==> src/rtl/ptw_pkg.sv <==
// Package: shared types for the page table walker.
// Holds the sequencer state encoding and the fault codes seen at the top ports.
package ptw_pkg;

    typedef enum logic [2:0] {
        ST_IDLE  = 3'd0,
        ST_ISSUE = 3'd1,
        ST_WAIT  = 3'd2,
        ST_FILL  = 3'd3,
        ST_FAULT = 3'd4
    } walk_state_e;

    localparam logic [1:0] FLT_NONE   = 2'd0;
    localparam logic [1:0] FLT_PAGE   = 2'd1;
    localparam logic [1:0] FLT_ACCESS = 2'd2;

endpackage

==> src/rtl/ptw_addr_gen.sv <==
// Module: ptw_addr_gen
// Forms the byte address of a table entry as base + vpn * entry size.
// Assumes the result wraps modulo 2^PA_W. A power-of-two entry size uses a
// shift; any other size uses a multiplier.
module ptw_addr_gen #(
    parameter int PA_W      = 32,
    parameter int VPN_W     = 20,
    parameter int PTE_BYTES = 4
) (
    input  logic [PA_W-1:0]  base,
    input  logic [VPN_W-1:0] vpn,
    output logic [PA_W-1:0]  pte_addr
);
    localparam bit IS_POW2 = ((PTE_BYTES & (PTE_BYTES - 1)) == 0);
    localparam int SHIFT   = $clog2(PTE_BYTES);

    logic [PA_W-1:0] vpn_ext;
    logic [PA_W-1:0] scaled;

    // Zero-extend or truncate the page number to the address width.
    always_comb vpn_ext = PA_W'(vpn);

    generate
        if (IS_POW2) begin : g_shift
            // Entry size is a power of two: scale with a shift.
            always_comb scaled = vpn_ext << SHIFT;
        end else begin : g_mult
            // Entry size is not a power of two: scale with a multiplier.
            always_comb scaled = PA_W'(vpn_ext * PA_W'(PTE_BYTES));
        end
    endgenerate

    // Add the scaled index to the table base.
    always_comb pte_addr = base + scaled;

endmodule

==> src/rtl/ptw_ctx.sv <==
// Module: ptw_ctx
// Holds the context of the walk in progress: page number, table base and
// identifier, all sampled when a miss is taken, plus the entry from the
// memory response. Assumes the sequencer raises take_miss only from idle and
// take_rsp only while a read is outstanding.
module ptw_ctx #(
    parameter int PA_W   = 32,
    parameter int VPN_W  = 20,
    parameter int ASID_W = 8,
    parameter int PTE_W  = 32
) (
    input  logic              clk,
    input  logic              rst_n,
    input  logic              take_miss,
    input  logic              take_rsp,
    input  logic [VPN_W-1:0]  in_vpn,
    input  logic [PA_W-1:0]   in_base,
    input  logic [ASID_W-1:0] in_asid,
    input  logic [PTE_W-1:0]  in_pte,
    output logic [VPN_W-1:0]  ctx_vpn,
    output logic [PA_W-1:0]   ctx_base,
    output logic [ASID_W-1:0] ctx_asid,
    output logic [PTE_W-1:0]  ctx_pte
);
    // Sample the miss context once, at the start of the walk.
    always_ff @(posedge clk) begin
        if (!rst_n) begin
            ctx_vpn  <= '0;
            ctx_base <= '0;
            ctx_asid <= '0;
        end else if (take_miss) begin
            ctx_vpn  <= in_vpn;
            ctx_base <= in_base;
            ctx_asid <= in_asid;
        end
    end

    // Keep the returned table entry for the fill cycle.
    always_ff @(posedge clk) begin
        if (!rst_n) begin
            ctx_pte <= '0;
        end else if (take_rsp) begin
            ctx_pte <= in_pte;
        end
    end

    // the sampled identifier moves only when a new miss is taken.
    assert_asid_held_R8: assert property (@(posedge clk) disable iff (!rst_n)
        !take_miss |=> ctx_asid == $past(ctx_asid));

endmodule

==> src/rtl/ptw_fsm.sv <==
// Module: ptw_fsm
// Sequencer for one walk: idle, issue read, wait for data, then fill or
// fault for one cycle, then back to idle. Assumes the memory answers once
// per accepted request. Responses seen in any state other than wait are
// dropped.
module ptw_fsm
    import ptw_pkg::*;
(
    input  logic       clk,
    input  logic       rst_n,
    input  logic       miss_valid,
    input  logic       mem_req_ready,
    input  logic       mem_rsp_valid,
    input  logic       mem_rsp_err,
    input  logic       pte_valid,
    output logic       take_miss,
    output logic       take_rsp,
    output logic       busy,
    output logic       mem_req_valid,
    output logic       fill_valid,
    output logic       retry,
    output logic       fault_valid,
    output logic [1:0] fault_code
);
    walk_state_e state_q, state_d;
    logic [1:0]  code_q, code_d;

    // Next-state and fault-code selection.
    always_comb begin
        state_d = state_q;
        code_d  = code_q;
        unique case (state_q)
            ST_IDLE:  if (miss_valid) state_d = ST_ISSUE;
            ST_ISSUE: if (mem_req_ready) state_d = ST_WAIT;
            ST_WAIT: begin
                if (mem_rsp_valid) begin
                    if (mem_rsp_err) begin
                        state_d = ST_FAULT;
                        code_d  = FLT_ACCESS;
                    end else if (!pte_valid) begin
                        state_d = ST_FAULT;
                        code_d  = FLT_PAGE;
                    end else begin
                        state_d = ST_FILL;
                        code_d  = FLT_NONE;
                    end
                end
            end
            ST_FILL:  state_d = ST_IDLE;
            ST_FAULT: state_d = ST_IDLE;
            default:  state_d = ST_IDLE;
        endcase
    end

    // State and fault-code registers.
    always_ff @(posedge clk) begin
        if (!rst_n) begin
            state_q <= ST_IDLE;
            code_q  <= FLT_NONE;
        end else begin
            state_q <= state_d;
            code_q  <= code_d;
        end
    end

    // Decode the outputs from the current state.
    always_comb begin
        take_miss     = (state_q == ST_IDLE) && miss_valid;
        take_rsp      = (state_q == ST_WAIT) && mem_rsp_valid;
        busy          = (state_q != ST_IDLE);
        mem_req_valid = (state_q == ST_ISSUE);
        fill_valid    = (state_q == ST_FILL);
        retry         = (state_q == ST_FILL);
        fault_valid   = (state_q == ST_FAULT);
        fault_code    = (state_q == ST_FAULT) ? code_q : FLT_NONE;
    end

    // a walk starts only on a miss.
    assert_start_on_miss_R2: assert property (@(posedge clk) disable iff (!rst_n)
        $rose(busy) |-> $past(miss_valid));
    // an unaccepted request stays up.
    assert_req_hold_R3: assert property (@(posedge clk) disable iff (!rst_n)
        mem_req_valid && !mem_req_ready |=> mem_req_valid);
    // a fill follows a clean response holding a valid entry.
    assert_fill_cause_R5: assert property (@(posedge clk) disable iff (!rst_n)
        fill_valid |-> $past(mem_rsp_valid && !mem_rsp_err && pte_valid));
    // a page fault follows a clean response holding an invalid entry.
    assert_page_fault_R6: assert property (@(posedge clk) disable iff (!rst_n)
        (fault_valid && fault_code == FLT_PAGE) |-> $past(mem_rsp_valid && !mem_rsp_err && !pte_valid));
    // an access fault follows a failed read.
    assert_access_fault_R7: assert property (@(posedge clk) disable iff (!rst_n)
        (fault_valid && fault_code == FLT_ACCESS) |-> $past(mem_rsp_valid && mem_rsp_err));
    // the walker is free again after finishing.
    assert_back_idle_R9: assert property (@(posedge clk) disable iff (!rst_n)
        (fill_valid || fault_valid) |=> !busy);

endmodule

==> src/rtl/ptw_walker.sv <==
// Module: ptw_walker (top)
// Single-level hardware page table walker. On a translation miss it reads
// one table entry at base + vpn * PTE_BYTES. A valid entry is installed
// with retry; an invalid entry or a failed read is reported as a fault.
// Assumes entry bit 0 is the valid flag and the frame number sits at
// PFN_LSB. One walk is in flight at a time.
module ptw_walker
    import ptw_pkg::*;
#(
    parameter int VA_W      = 32,
    parameter int OFFSET_W  = 12,
    parameter int PA_W      = 32,
    parameter int PTE_BYTES = 4,
    parameter int ASID_W    = 8,
    parameter int PFN_LSB   = 10,
    parameter int PFN_W     = 20,
    localparam int VPN_W    = VA_W - OFFSET_W,
    localparam int PTE_W    = 8 * PTE_BYTES
) (
    input  logic              clk,
    input  logic              rst_n,
    input  logic              miss_valid,
    input  logic [VPN_W-1:0]  miss_vpn,
    output logic              busy,
    input  logic [PA_W-1:0]   ptbr,
    input  logic [ASID_W-1:0] cur_asid,
    output logic              mem_req_valid,
    input  logic              mem_req_ready,
    output logic [PA_W-1:0]   mem_req_addr,
    input  logic              mem_rsp_valid,
    input  logic              mem_rsp_err,
    input  logic [PTE_W-1:0]  mem_rsp_data,
    output logic              fill_valid,
    output logic [VPN_W-1:0]  walk_vpn,
    output logic [ASID_W-1:0] fill_asid,
    output logic [PTE_W-1:0]  fill_pte,
    output logic [PFN_W-1:0]  fill_pfn,
    output logic              retry,
    output logic              fault_valid,
    output logic [1:0]        fault_code
);
    localparam int PTE_VALID_BIT = 0;

    logic              take_miss, take_rsp;
    logic [VPN_W-1:0]  ctx_vpn;
    logic [PA_W-1:0]   ctx_base;
    logic [ASID_W-1:0] ctx_asid;
    logic [PTE_W-1:0]  ctx_pte;

    ptw_fsm u_fsm (
        .clk           (clk),
        .rst_n         (rst_n),
        .miss_valid    (miss_valid),
        .mem_req_ready (mem_req_ready),
        .mem_rsp_valid (mem_rsp_valid),
        .mem_rsp_err   (mem_rsp_err),
        .pte_valid     (mem_rsp_data[PTE_VALID_BIT]),
        .take_miss     (take_miss),
        .take_rsp      (take_rsp),
        .busy          (busy),
        .mem_req_valid (mem_req_valid),
        .fill_valid    (fill_valid),
        .retry         (retry),
        .fault_valid   (fault_valid),
        .fault_code    (fault_code)
    );

    ptw_ctx #(
        .PA_W   (PA_W),
        .VPN_W  (VPN_W),
        .ASID_W (ASID_W),
        .PTE_W  (PTE_W)
    ) u_ctx (
        .clk       (clk),
        .rst_n     (rst_n),
        .take_miss (take_miss),
        .take_rsp  (take_rsp),
        .in_vpn    (miss_vpn),
        .in_base   (ptbr),
        .in_asid   (cur_asid),
        .in_pte    (mem_rsp_data),
        .ctx_vpn   (ctx_vpn),
        .ctx_base  (ctx_base),
        .ctx_asid  (ctx_asid),
        .ctx_pte   (ctx_pte)
    );

    ptw_addr_gen #(
        .PA_W      (PA_W),
        .VPN_W     (VPN_W),
        .PTE_BYTES (PTE_BYTES)
    ) u_addr (
        .base     (ctx_base),
        .vpn      (ctx_vpn),
        .pte_addr (mem_req_addr)
    );

    // Present the sampled context and entry fields to the cache.
    always_comb begin
        walk_vpn  = ctx_vpn;
        fill_asid = ctx_asid;
        fill_pte  = ctx_pte;
        fill_pfn  = ctx_pte[PFN_LSB +: PFN_W];
    end

    // the read address is held until the memory takes it.
    assert_addr_stable_R3: assert property (@(posedge clk) disable iff (!rst_n)
        mem_req_valid && !mem_req_ready |=> $stable(mem_req_addr));
    // fill and fault never share a cycle.
    assert_fill_xor_fault_R5: assert property (@(posedge clk) disable iff (!rst_n)
        !(fill_valid && fault_valid));

endmodule

==> config.mk <==
export PLATFORM = sky130hd
export DESIGN_NAME = ptw_walker
export DESIGN_NICKNAME = d
export VERILOG_FILES = /design/src/rtl/ptw_pkg.sv /design/src/rtl/ptw_addr_gen.sv /design/src/rtl/ptw_ctx.sv /design/src/rtl/ptw_fsm.sv /design/src/rtl/ptw_walker.sv
export SDC_FILE = /design/constraint.sdc
export NUM_CORES = 1
export LEC_CHECK = 0
export ABC_AREA = 1
export BUFFER_PORTS_ARGS = -buffer_cell sky130_fd_sc_hd__clkbuf_2
export CORE_ASPECT_RATIO = 2
export CORE_MARGIN = 2
export CORE_UTILIZATION = 55
export DETAILED_ROUTE_END_ITERATION = 10
export GPL_TIMING_DRIVEN = 0
export HOLD_SLACK_MARGIN = 0.1
export PLACE_DENSITY = 0.84
export SLEW_MARGIN = 20
export SYNTH_ARGS = -nofsm -noshare
export SYNTH_HDL_FRONTEND = slang
export SYNTH_HIERARCHICAL = 1
export SYNTH_SLANG_ARGS = --single-unit
==> constraint.sdc <==
create_clock -name clk -period 4.17 [get_ports clk]
set_input_delay 0.417 -clock clk [delete_from_list [all_inputs] [get_ports clk]]
set_output_delay 0.417 -clock clk [all_outputs]
set_load 0.005 [all_outputs]
==> flow_summary.yaml, run 1 <==
final_layout:
  antenna-diode-count: 0
  final_net_count: 1390
  area_delta_synth_final_pct: 25.8
  fin_util: 0.707
  finalInstanceArea_um2: 7690
  layout.cells.non_filler: 1416
  drive_above_1_share: 0.254
cts:
  tritoncts_clock_tree: "yes"
  tritoncts_num_sinks: 97
  number_of_buffers_created_by_cts: 9
  cts_root_buffer: "sky130_fd_sc_hd__clkbuf_16"
  post-cts-setup-buffers: 0
  cts.path.max_buffers: 2
  cts.reportedPaths.clkPinSlew_ns: 0.07
  cts_hold_repair.buffers: 0
  cts_resized: 0
  clock_latency_ns: 0.34
  htree_levels: 3
run_status:
  outcome: "finished, final reports clean"
drt:
  postRouteWirelength_um: 17200
  drt-initial-drc-count: 291
  wl_per_cell_um: 12.2
  routed_via_density: 4.71
  drc: 0
  final_antenna_net_count: 0
  drt_first_pass_iters: 5
  detailroute.via_count: 6670
logic_synthesis:
  synth-edff-count: 0
  mean_syn_cell_area_um2: 5.86
  syn_area_um2: 6120
  post-synth-top-area-cell: "sky130_fd_sc_hd__dfxtp_1"
  post_synthesis_instance_total: 1044
  synth_seq_cells: 97
  synth.cells.most_frequent: "sky130_fd_sc_hd__nand2_1, sky130_fd_sc_hd__nor2_1, sky130_fd_sc_hd__inv_1"
  synth-warning-count: 6
  yosys.cell_count.top_type: "sky130_fd_sc_hd__nand2_1"
  post_synth_main_area_contributors: "sky130_fd_sc_hd__dfxtp_1, sky130_fd_sc_hd__nand2_1, sky130_fd_sc_hd__nor2_1"
  syn_nets: 1163
  proportion_of_netlist_area_held_by_the_largest_area_contributor: 0.318
  synthDistinctLibCells: 28
  synth_async_sr_flop_share: 0
  postSynth.topFlopCell: "sky130_fd_sc_hd__dfxtp_1"
  seq_area_frac_synth: 0.318
pwr:
  p_total_w: 0.00419
  power_density_nw_per_um2: 545
  switching_share: 0.401
  net-switching-power_w: 0.00168
  p_leak_nw: 4.77
  ir_worst_vdd_uv: 306
  power.share.combinational: 0.458
  share_seq_of_total_power: 0.331
  cellInternalPower_w: 0.00251
  clock_share_of_power: 0.211
die:
  pin_count: 217
  core.rowCount: 54
  die_width_um: 78.6
  floorplan.die.height_um: 153
  total_core_area_um2: 10900
  starting_density_of_the_core: 0.562
  design.die.area_um2: 12000
critical_path:
  critical_path_peak_fanout: 4
  largest_delay_contributor_family_on_the_critical_path: "adder cells"
  crit_start_category: "flop"
  slowest_stage: "sky130_fd_sc_hd__fa_1"
  worst_path_most_repeated_cell: "sky130_fd_sc_hd__nand2_1"
  worstRegToRegCells: 8
  worstPathBufferInverterCount: 3
  crit_type: "flop to output port"
  required_ns: 3.75
  timing.critical_path.depth: 12
  worstPathArrival_ns: 2.35
  endpoint_kind: "output port"
  worst_path_largest_cell_delay_ns: 0.40
  path_cells: "ha_1, inv_1, fa_1, inv_1, nand3_1, nand3_2, nand2_1, nand2_1, nand3_1, a21o_1, nand2_1, clkbuf_2"
timing:
  worstMarginPinSlew_ns: 0.565
  finalSetupViolCount: 0
  grt_setup_unrepaired: "no"
  setup_total_negative_slack_ns: 0
  final_clock_period_utilization_by_the_worst_path: 0.663
  period_minus_slack_ns: 2.76
  clock-skew-final_ns: 0.0123
  final-hold-violation-count: 0
  fmax_mhz: 362
  worst_slew_margin_rel: 0.624
  maxSlewViolCount: 0
grt:
  grt_first_pass_wirelength_um: 27500
  grt_usage: 0.288
  largest_net_degree_at_the_start_of_global_routing: 17
  grt-ovfl-total: 0
  grt_pass1_vias: 6425
  grt_antenna_before_repair: 0
place:
  postPlaceCellArea_um2: 7370
  io_buffer_count: 216
  dpl.cell_count: 1400
  globalplace.congestion: 0.924
  dp_hpwl_um: 14400
hold_path:
  min-delay-path-class: "primary input to flop"
  min_path_cells: 5
flow_run:
  max-cap-violations: 0
power groups by stage:
stage                     clock [W]  sequential [W]  combinational, W
after floorplan                   0         0.00135           0.00124
after detailed placement          0         0.00140           0.00192
after global routing       0.000935         0.00142           0.00217
final                      0.000885         0.00139           0.00192
after global placement            0         0.00139           0.00188
after CTS                  0.000898         0.00139           0.00193
metrics by stage:
step           setup slack [ns]  hold WS (ns)
2_1_floorplan              2.08         0.429
3_3_place_gp               1.81         0.457
3_5_place_dp               1.79         0.462
4_1_cts                    1.40         0.341
5_1_grt                    1.24         0.357
6_report                   1.41         0.343
cells by family (layout without fill, tap and decap cells):
group | Yosys count | in the layout | share of synthesized area
and+or+nand+nor | 644 | 644 | 0.427
buffers and inverters | 245 | 477 | 0.171
adders and majority gates | 21 | 21 | 0.0442
DFF | 97 | 97 | 0.318
AOI/OAI and AO/OA | 23 | 23 | 0.0196
xor gates and xnor gates | 14 | 14 | 0.0200
worst reg2reg max path: stages (launching register included):
cell,delay [ns]
sky130_fd_sc_hd__dfxtp_1,0.37
sky130_fd_sc_hd__nor2_2,0.15
sky130_fd_sc_hd__nand2_1,0.10
sky130_fd_sc_hd__nor2_1,0.18
sky130_fd_sc_hd__buf_4,0.22
sky130_fd_sc_hd__buf_2,0.26
sky130_fd_sc_hd__nand2_1,0.08
sky130_fd_sc_hd__nand2_1,0.15
sky130_fd_sc_hd__nor2_1,0.06
area by class of cell:
cell class / instances / area [um2]
Clock inverter: 6 / 90.1
Sequential cell: 97 / 1940
Tap cell: 140 / 175
Timing Repair Buffer: 216 / 1080
Buffer: 53 / 327
Fill cell: 1046 / 3190
Inverter: 192 / 721
Clock buffer: 10 / 229
Multi-Input combinational cell: 702 / 3130
worst paths after layout:
path,from,to,slack [ns]
worst max-delay path,u_ctx/ctx_vpn[0]$_SDFFE_PN0P_,mem_req_addr[16],1.41
worst min-delay path,ptbr[3],u_ctx/ctx_base[3]$_SDFFE_PN0P_,0.34
worst max register to register,u_fsm/state_q[1]$_SDFFE_PN0P_,u_ctx/ctx_base[29]$_SDFFE_PN0P_,2.50
worst min register to register,u_ctx/ctx_base[1]$_SDFFE_PN0P_,u_ctx/ctx_base[1]$_SDFFE_PN0P_,0.47
layout by cell type (no fill, tap or decap), drive strengths merged, types with 2 or more instances in the layout:
| cell | count |
|---|---|
| xor2 | 12 |
| clkbuf | 227 |
| nor2 | 226 |
| buf | 52 |
| bufinv | 2 |
| nor3 | 9 |
| nand3 | 37 |
| a21oi | 14 |
| xnor2 | 2 |
| clkinv | 2 |
| nand4 | 4 |
| o21ai | 7 |
| and2 | 2 |
| dfxtp | 97 |
| ha | 20 |
| nand2 | 365 |
| inv | 193 |
flip-flops by register name, indices dropped and copies added, names as in the netlist:
signal,cells
u_ctx/ctx_base,32
u_ctx/ctx_pte,32
u_ctx/ctx_vpn,20
u_ctx/ctx_asid,8
u_fsm/state_q,3
u_fsm/code_q,2
routing by layer:
metal,GRT usage,part of all wire
met5,0,0
met4,0.170,0.053
met3,0.0514,0.059
met2,0.569,0.55
met1,0.256,0.34
Note: power is estimated with default switching activity, not from simulation.
==> inputs of run 2 (changes only) <==
ABC_AREA = 0   (was 1)
CORE_UTILIZATION = 44   (was 55)
PLACE_DENSITY = 0.73   (was 0.84)
clock period = 2.3 ns   (was 4.17 ns; I/O delays follow)
==> run 2 against run 1 <==
Effect of this change: critical path type unchanged; combinational power is 38% lower; synthesized cell count is 45% lower; power is 8.4% higher; via count is 21% lower; the flow now finishes with violations (setup timing); largest cell class unchanged; non-clock buffer count is 30 higher; wire length is 1.8% lower; synthesized area is 11% lower; worst hold slack worse by 0.21 ns; largest power group is now registers; design area is 3.3% higher; setup slack worse by 2.1 ns.
==> flow_summary.yaml, run 2 <==
run_status:
  outcome: "finished, violations left"
  violations: "setup timing"
place:
  dp_slack_ns: -0.322
  dpl.cell_count: 935
  postPlaceCellArea_um2: 6720
  io_buffer_count: 216
  dp_hpwl_um: 12000
  globalplace.congestion: 0.895
drt:
  routed_via_density: 5.37
  wl_per_cell_um: 17.2
  drc: 0
  drt-initial-drc-count: 409
  postRouteWirelength_um: 16900
  drt_first_pass_iters: 4
  final_antenna_net_count: 0
  detailroute.via_count: 5269
logic_synthesis:
  synth-edff-count: 0
  synthDistinctLibCells: 56
  post_synthesis_instance_total: 572
  synth_seq_cells: 97
  proportion_of_netlist_area_held_by_the_largest_area_contributor: 0.356
  seq_area_frac_synth: 0.356
  synth.cells.most_frequent: "sky130_fd_sc_hd__dfxtp_1, sky130_fd_sc_hd__nor2b_1, sky130_fd_sc_hd__mux2i_1"
  post-synth-top-area-cell: "sky130_fd_sc_hd__dfxtp_1"
  syn_area_um2: 5460
  syn_nets: 691
  postSynth.topFlopCell: "sky130_fd_sc_hd__dfxtp_1"
  yosys.cell_count.top_type: "sky130_fd_sc_hd__dfxtp_1"
  mean_syn_cell_area_um2: 9.54
  post_synth_main_area_contributors: "sky130_fd_sc_hd__dfxtp_1, sky130_fd_sc_hd__mux2i_1, sky130_fd_sc_hd__nor2b_1"
  synth-warning-count: 6
  synth_async_sr_flop_share: 0
critical_path:
  crit_start_category: "flop"
  largest_delay_contributor_family_on_the_critical_path: "compound AO/OA/AOI/OAI gates"
  path_cells: "ha_4, inv_2, fa_2, nor2b_2, o2111a_2, o31a_1, o21ai_2, o311ai_1, and3_1, buf_2"
  worstPathArrival_ns: 2.72
  worstPathBufferInverterCount: 2
  required_ns: 2.07
  worst_path_largest_cell_delay_ns: 0.36
  endpoint_kind: "output port"
  slowest_stage: "sky130_fd_sc_hd__dfxtp_2"
  crit_type: "flop to output port"
  critical_path_peak_fanout: 3
hold_path:
  min-delay-path-class: "primary input to flop"
final_layout:
  most-common-layout-cells: "sky130_fd_sc_hd__clkbuf_2, sky130_fd_sc_hd__nor2b_1, sky130_fd_sc_hd__mux2i_1"
  antenna-diode-count: 0
  fin_util: 0.656
  finalInstanceArea_um2: 7950
  drive_above_1_share: 0.499
  layout.cells.most_common: "sky130_fd_sc_hd__clkbuf_2"
  biggestRegsByFlops: "u_ctx/ctx_base: 32 flops, u_ctx/ctx_pte: 32 flops, u_ctx/ctx_vpn: 20 flops"
  layout.cells.non_filler: 982
  area_delta_synth_final_pct: 45.7
  final_net_count: 949
grt:
  grt_pass1_vias: 5404
  largest_net_degree_at_the_start_of_global_routing: 19
  grt-ovfl-total: 0
  grt_antenna_before_repair: 0
  grt_usage: 0.243
  grt_first_pass_wirelength_um: 25200
timing:
  period_minus_slack_ns: 2.95
  maxSlewViolCount: 0
  finalSetupViolCount: 22
  final_clock_period_utilization_by_the_worst_path: 1.28
  final-hold-violation-count: 0
  worstMarginPinSlew_ns: 0.437
  clock-skew-final_ns: 0.0100
  fmax_mhz: 339
  grt_setup_unrepaired: "yes"
  setup_ws_ns: -0.647
  worst_slew_margin_rel: 0.708
die:
  core.rowCount: 57
  starting_density_of_the_core: 0.450
  design.die.area_um2: 13400
  total_core_area_um2: 12100
  die_width_um: 82.7
  floorplan.die.height_um: 161
  pin_count: 217
cts:
  number_of_buffers_created_by_cts: 9
  cts_root_buffer: "sky130_fd_sc_hd__clkbuf_16"
  tritoncts_num_sinks: 97
  cts.reportedPaths.clkPinSlew_ns: 0.07
  htree_levels: 3
  cts.path.max_buffers: 2
  clock_latency_ns: 0.35
  tritoncts_clock_tree: "yes"
pwr:
  p_leak_nw: 3.48
  power_density_nw_per_um2: 572
  p_total_w: 0.00454
  ir_worst_vdd_uv: 442
flow_run:
  max-cap-violations: 0
run 2: cell types whose count changed in the layout (fill, tap and decap cells not counted), moves of 12 or more:
cell,change
sky130_fd_sc_hd__dfxtp_2,+23
sky130_fd_sc_hd__ha_1,-20
sky130_fd_sc_hd__nor2_1,-199
sky130_fd_sc_hd__nor2b_1,+95
sky130_fd_sc_hd__dfxtp_1,-28
sky130_fd_sc_hd__ha_4,+18
sky130_fd_sc_hd__mux2i_1,+95
sky130_fd_sc_hd__buf_6,+12
sky130_fd_sc_hd__clkbuf_2,-17
sky130_fd_sc_hd__nand3_1,-25
sky130_fd_sc_hd__buf_4,+25
sky130_fd_sc_hd__nor2_2,-14
sky130_fd_sc_hd__inv_1,-175
sky130_fd_sc_hd__nand2_1,-333
run 2: logic make-up after synthesis:
group,synth area share
and+or+nand+nor,0.205
DFF,0.356
muxes,0.174
AOI/OAI and AO/OA,0.0975
buffers and inverters,0.0846
xor gates and xnor gates,0.0337
adders and majority gates,0.0495
run 2: timing repair:
| item | 4_1_cts | 5_1_grt |
|---|---|---|
| gates cloned | 1 | 1 |
| endpoints found under the setup margin | 23 | 23 |
| buffers inserted | 20 | 12 |
| hold buffers | 0 | 0 |
| pin swaps | 43 | 38 |
| resized for setup | 117 | 53 |
run 2: final timing paths:
path | startpoint | to | slack [ns] | cells after the start
setup / recovery | u_ctx/ctx_base[2]$_SDFFE_PN0P_ | mem_req_addr[22] | -0.65 | 10
setup reg to reg | u_fsm/state_q[0]$_SDFFE_PN0P_ | u_ctx/ctx_base[8]$_SDFFE_PN0P_ | 0.76 | 6
hold / removal | miss_vpn[14] | u_ctx/ctx_vpn[14]$_SDFFE_PN0P_ | 0.14 | 3
hold reg to reg | u_ctx/ctx_base[1]$_SDFFE_PN0P_ | u_ctx/ctx_base[1]$_SDFFE_PN0P_ | 0.52 | 2
run 2: tightest hold or removal path, stage by stage:
cell and delay (ns):
sky130_fd_sc_hd__clkbuf_2 0.08, sky130_fd_sc_hd__mux2i_1 0.06, sky130_fd_sc_hd__nor2b_1 0.09
run 2: per-stage QoR:
step / TNS, ns / hold WS, ns
4_1_cts: -6.05 / 0.129
6_report: -6.32 / 0.137
5_1_grt: -8.20 / 0.136
3_5_place_dp: -2.60 / 0.496
3_3_place_gp: -2.17 / 0.486
2_1_floorplan: 0 / 0.358
run 2: layer usage:
layer / routed length [um] / vias to the layer above / global-route usage
li1: - / 2477 / -
met1: 5640 / 2440 / 0.227
met2: 9360 / 284 / 0.455
met3: 1170 / 68 / 0.0682
met4: 765 / 0 / 0.126
met5: 0 / - / 0
run 2: report_power, final:
| part | internal [W] | switching [W] |
|---|---|---|
| logic | 0.000629 | 0.000561 |
| clock network | 0.000760 | 0.000706 |
| registers | 0.00178 | 0.000105 |
run 2: area by class of cell:
| cell class | instances | area [um2] |
|---|---|---|
| multi-input combinational | 409 | 3650 |
| tap | 147 | 184 |
| fill | 934 | 4180 |
| clock buffer | 10 | 229 |
| inverter | 14 | 52.6 |
| timing repair buffer | 249 | 1360 |
| clock inverter | 6 | 56.3 |
| buffer | 50 | 424 |
| sequential | 97 | 1990 |
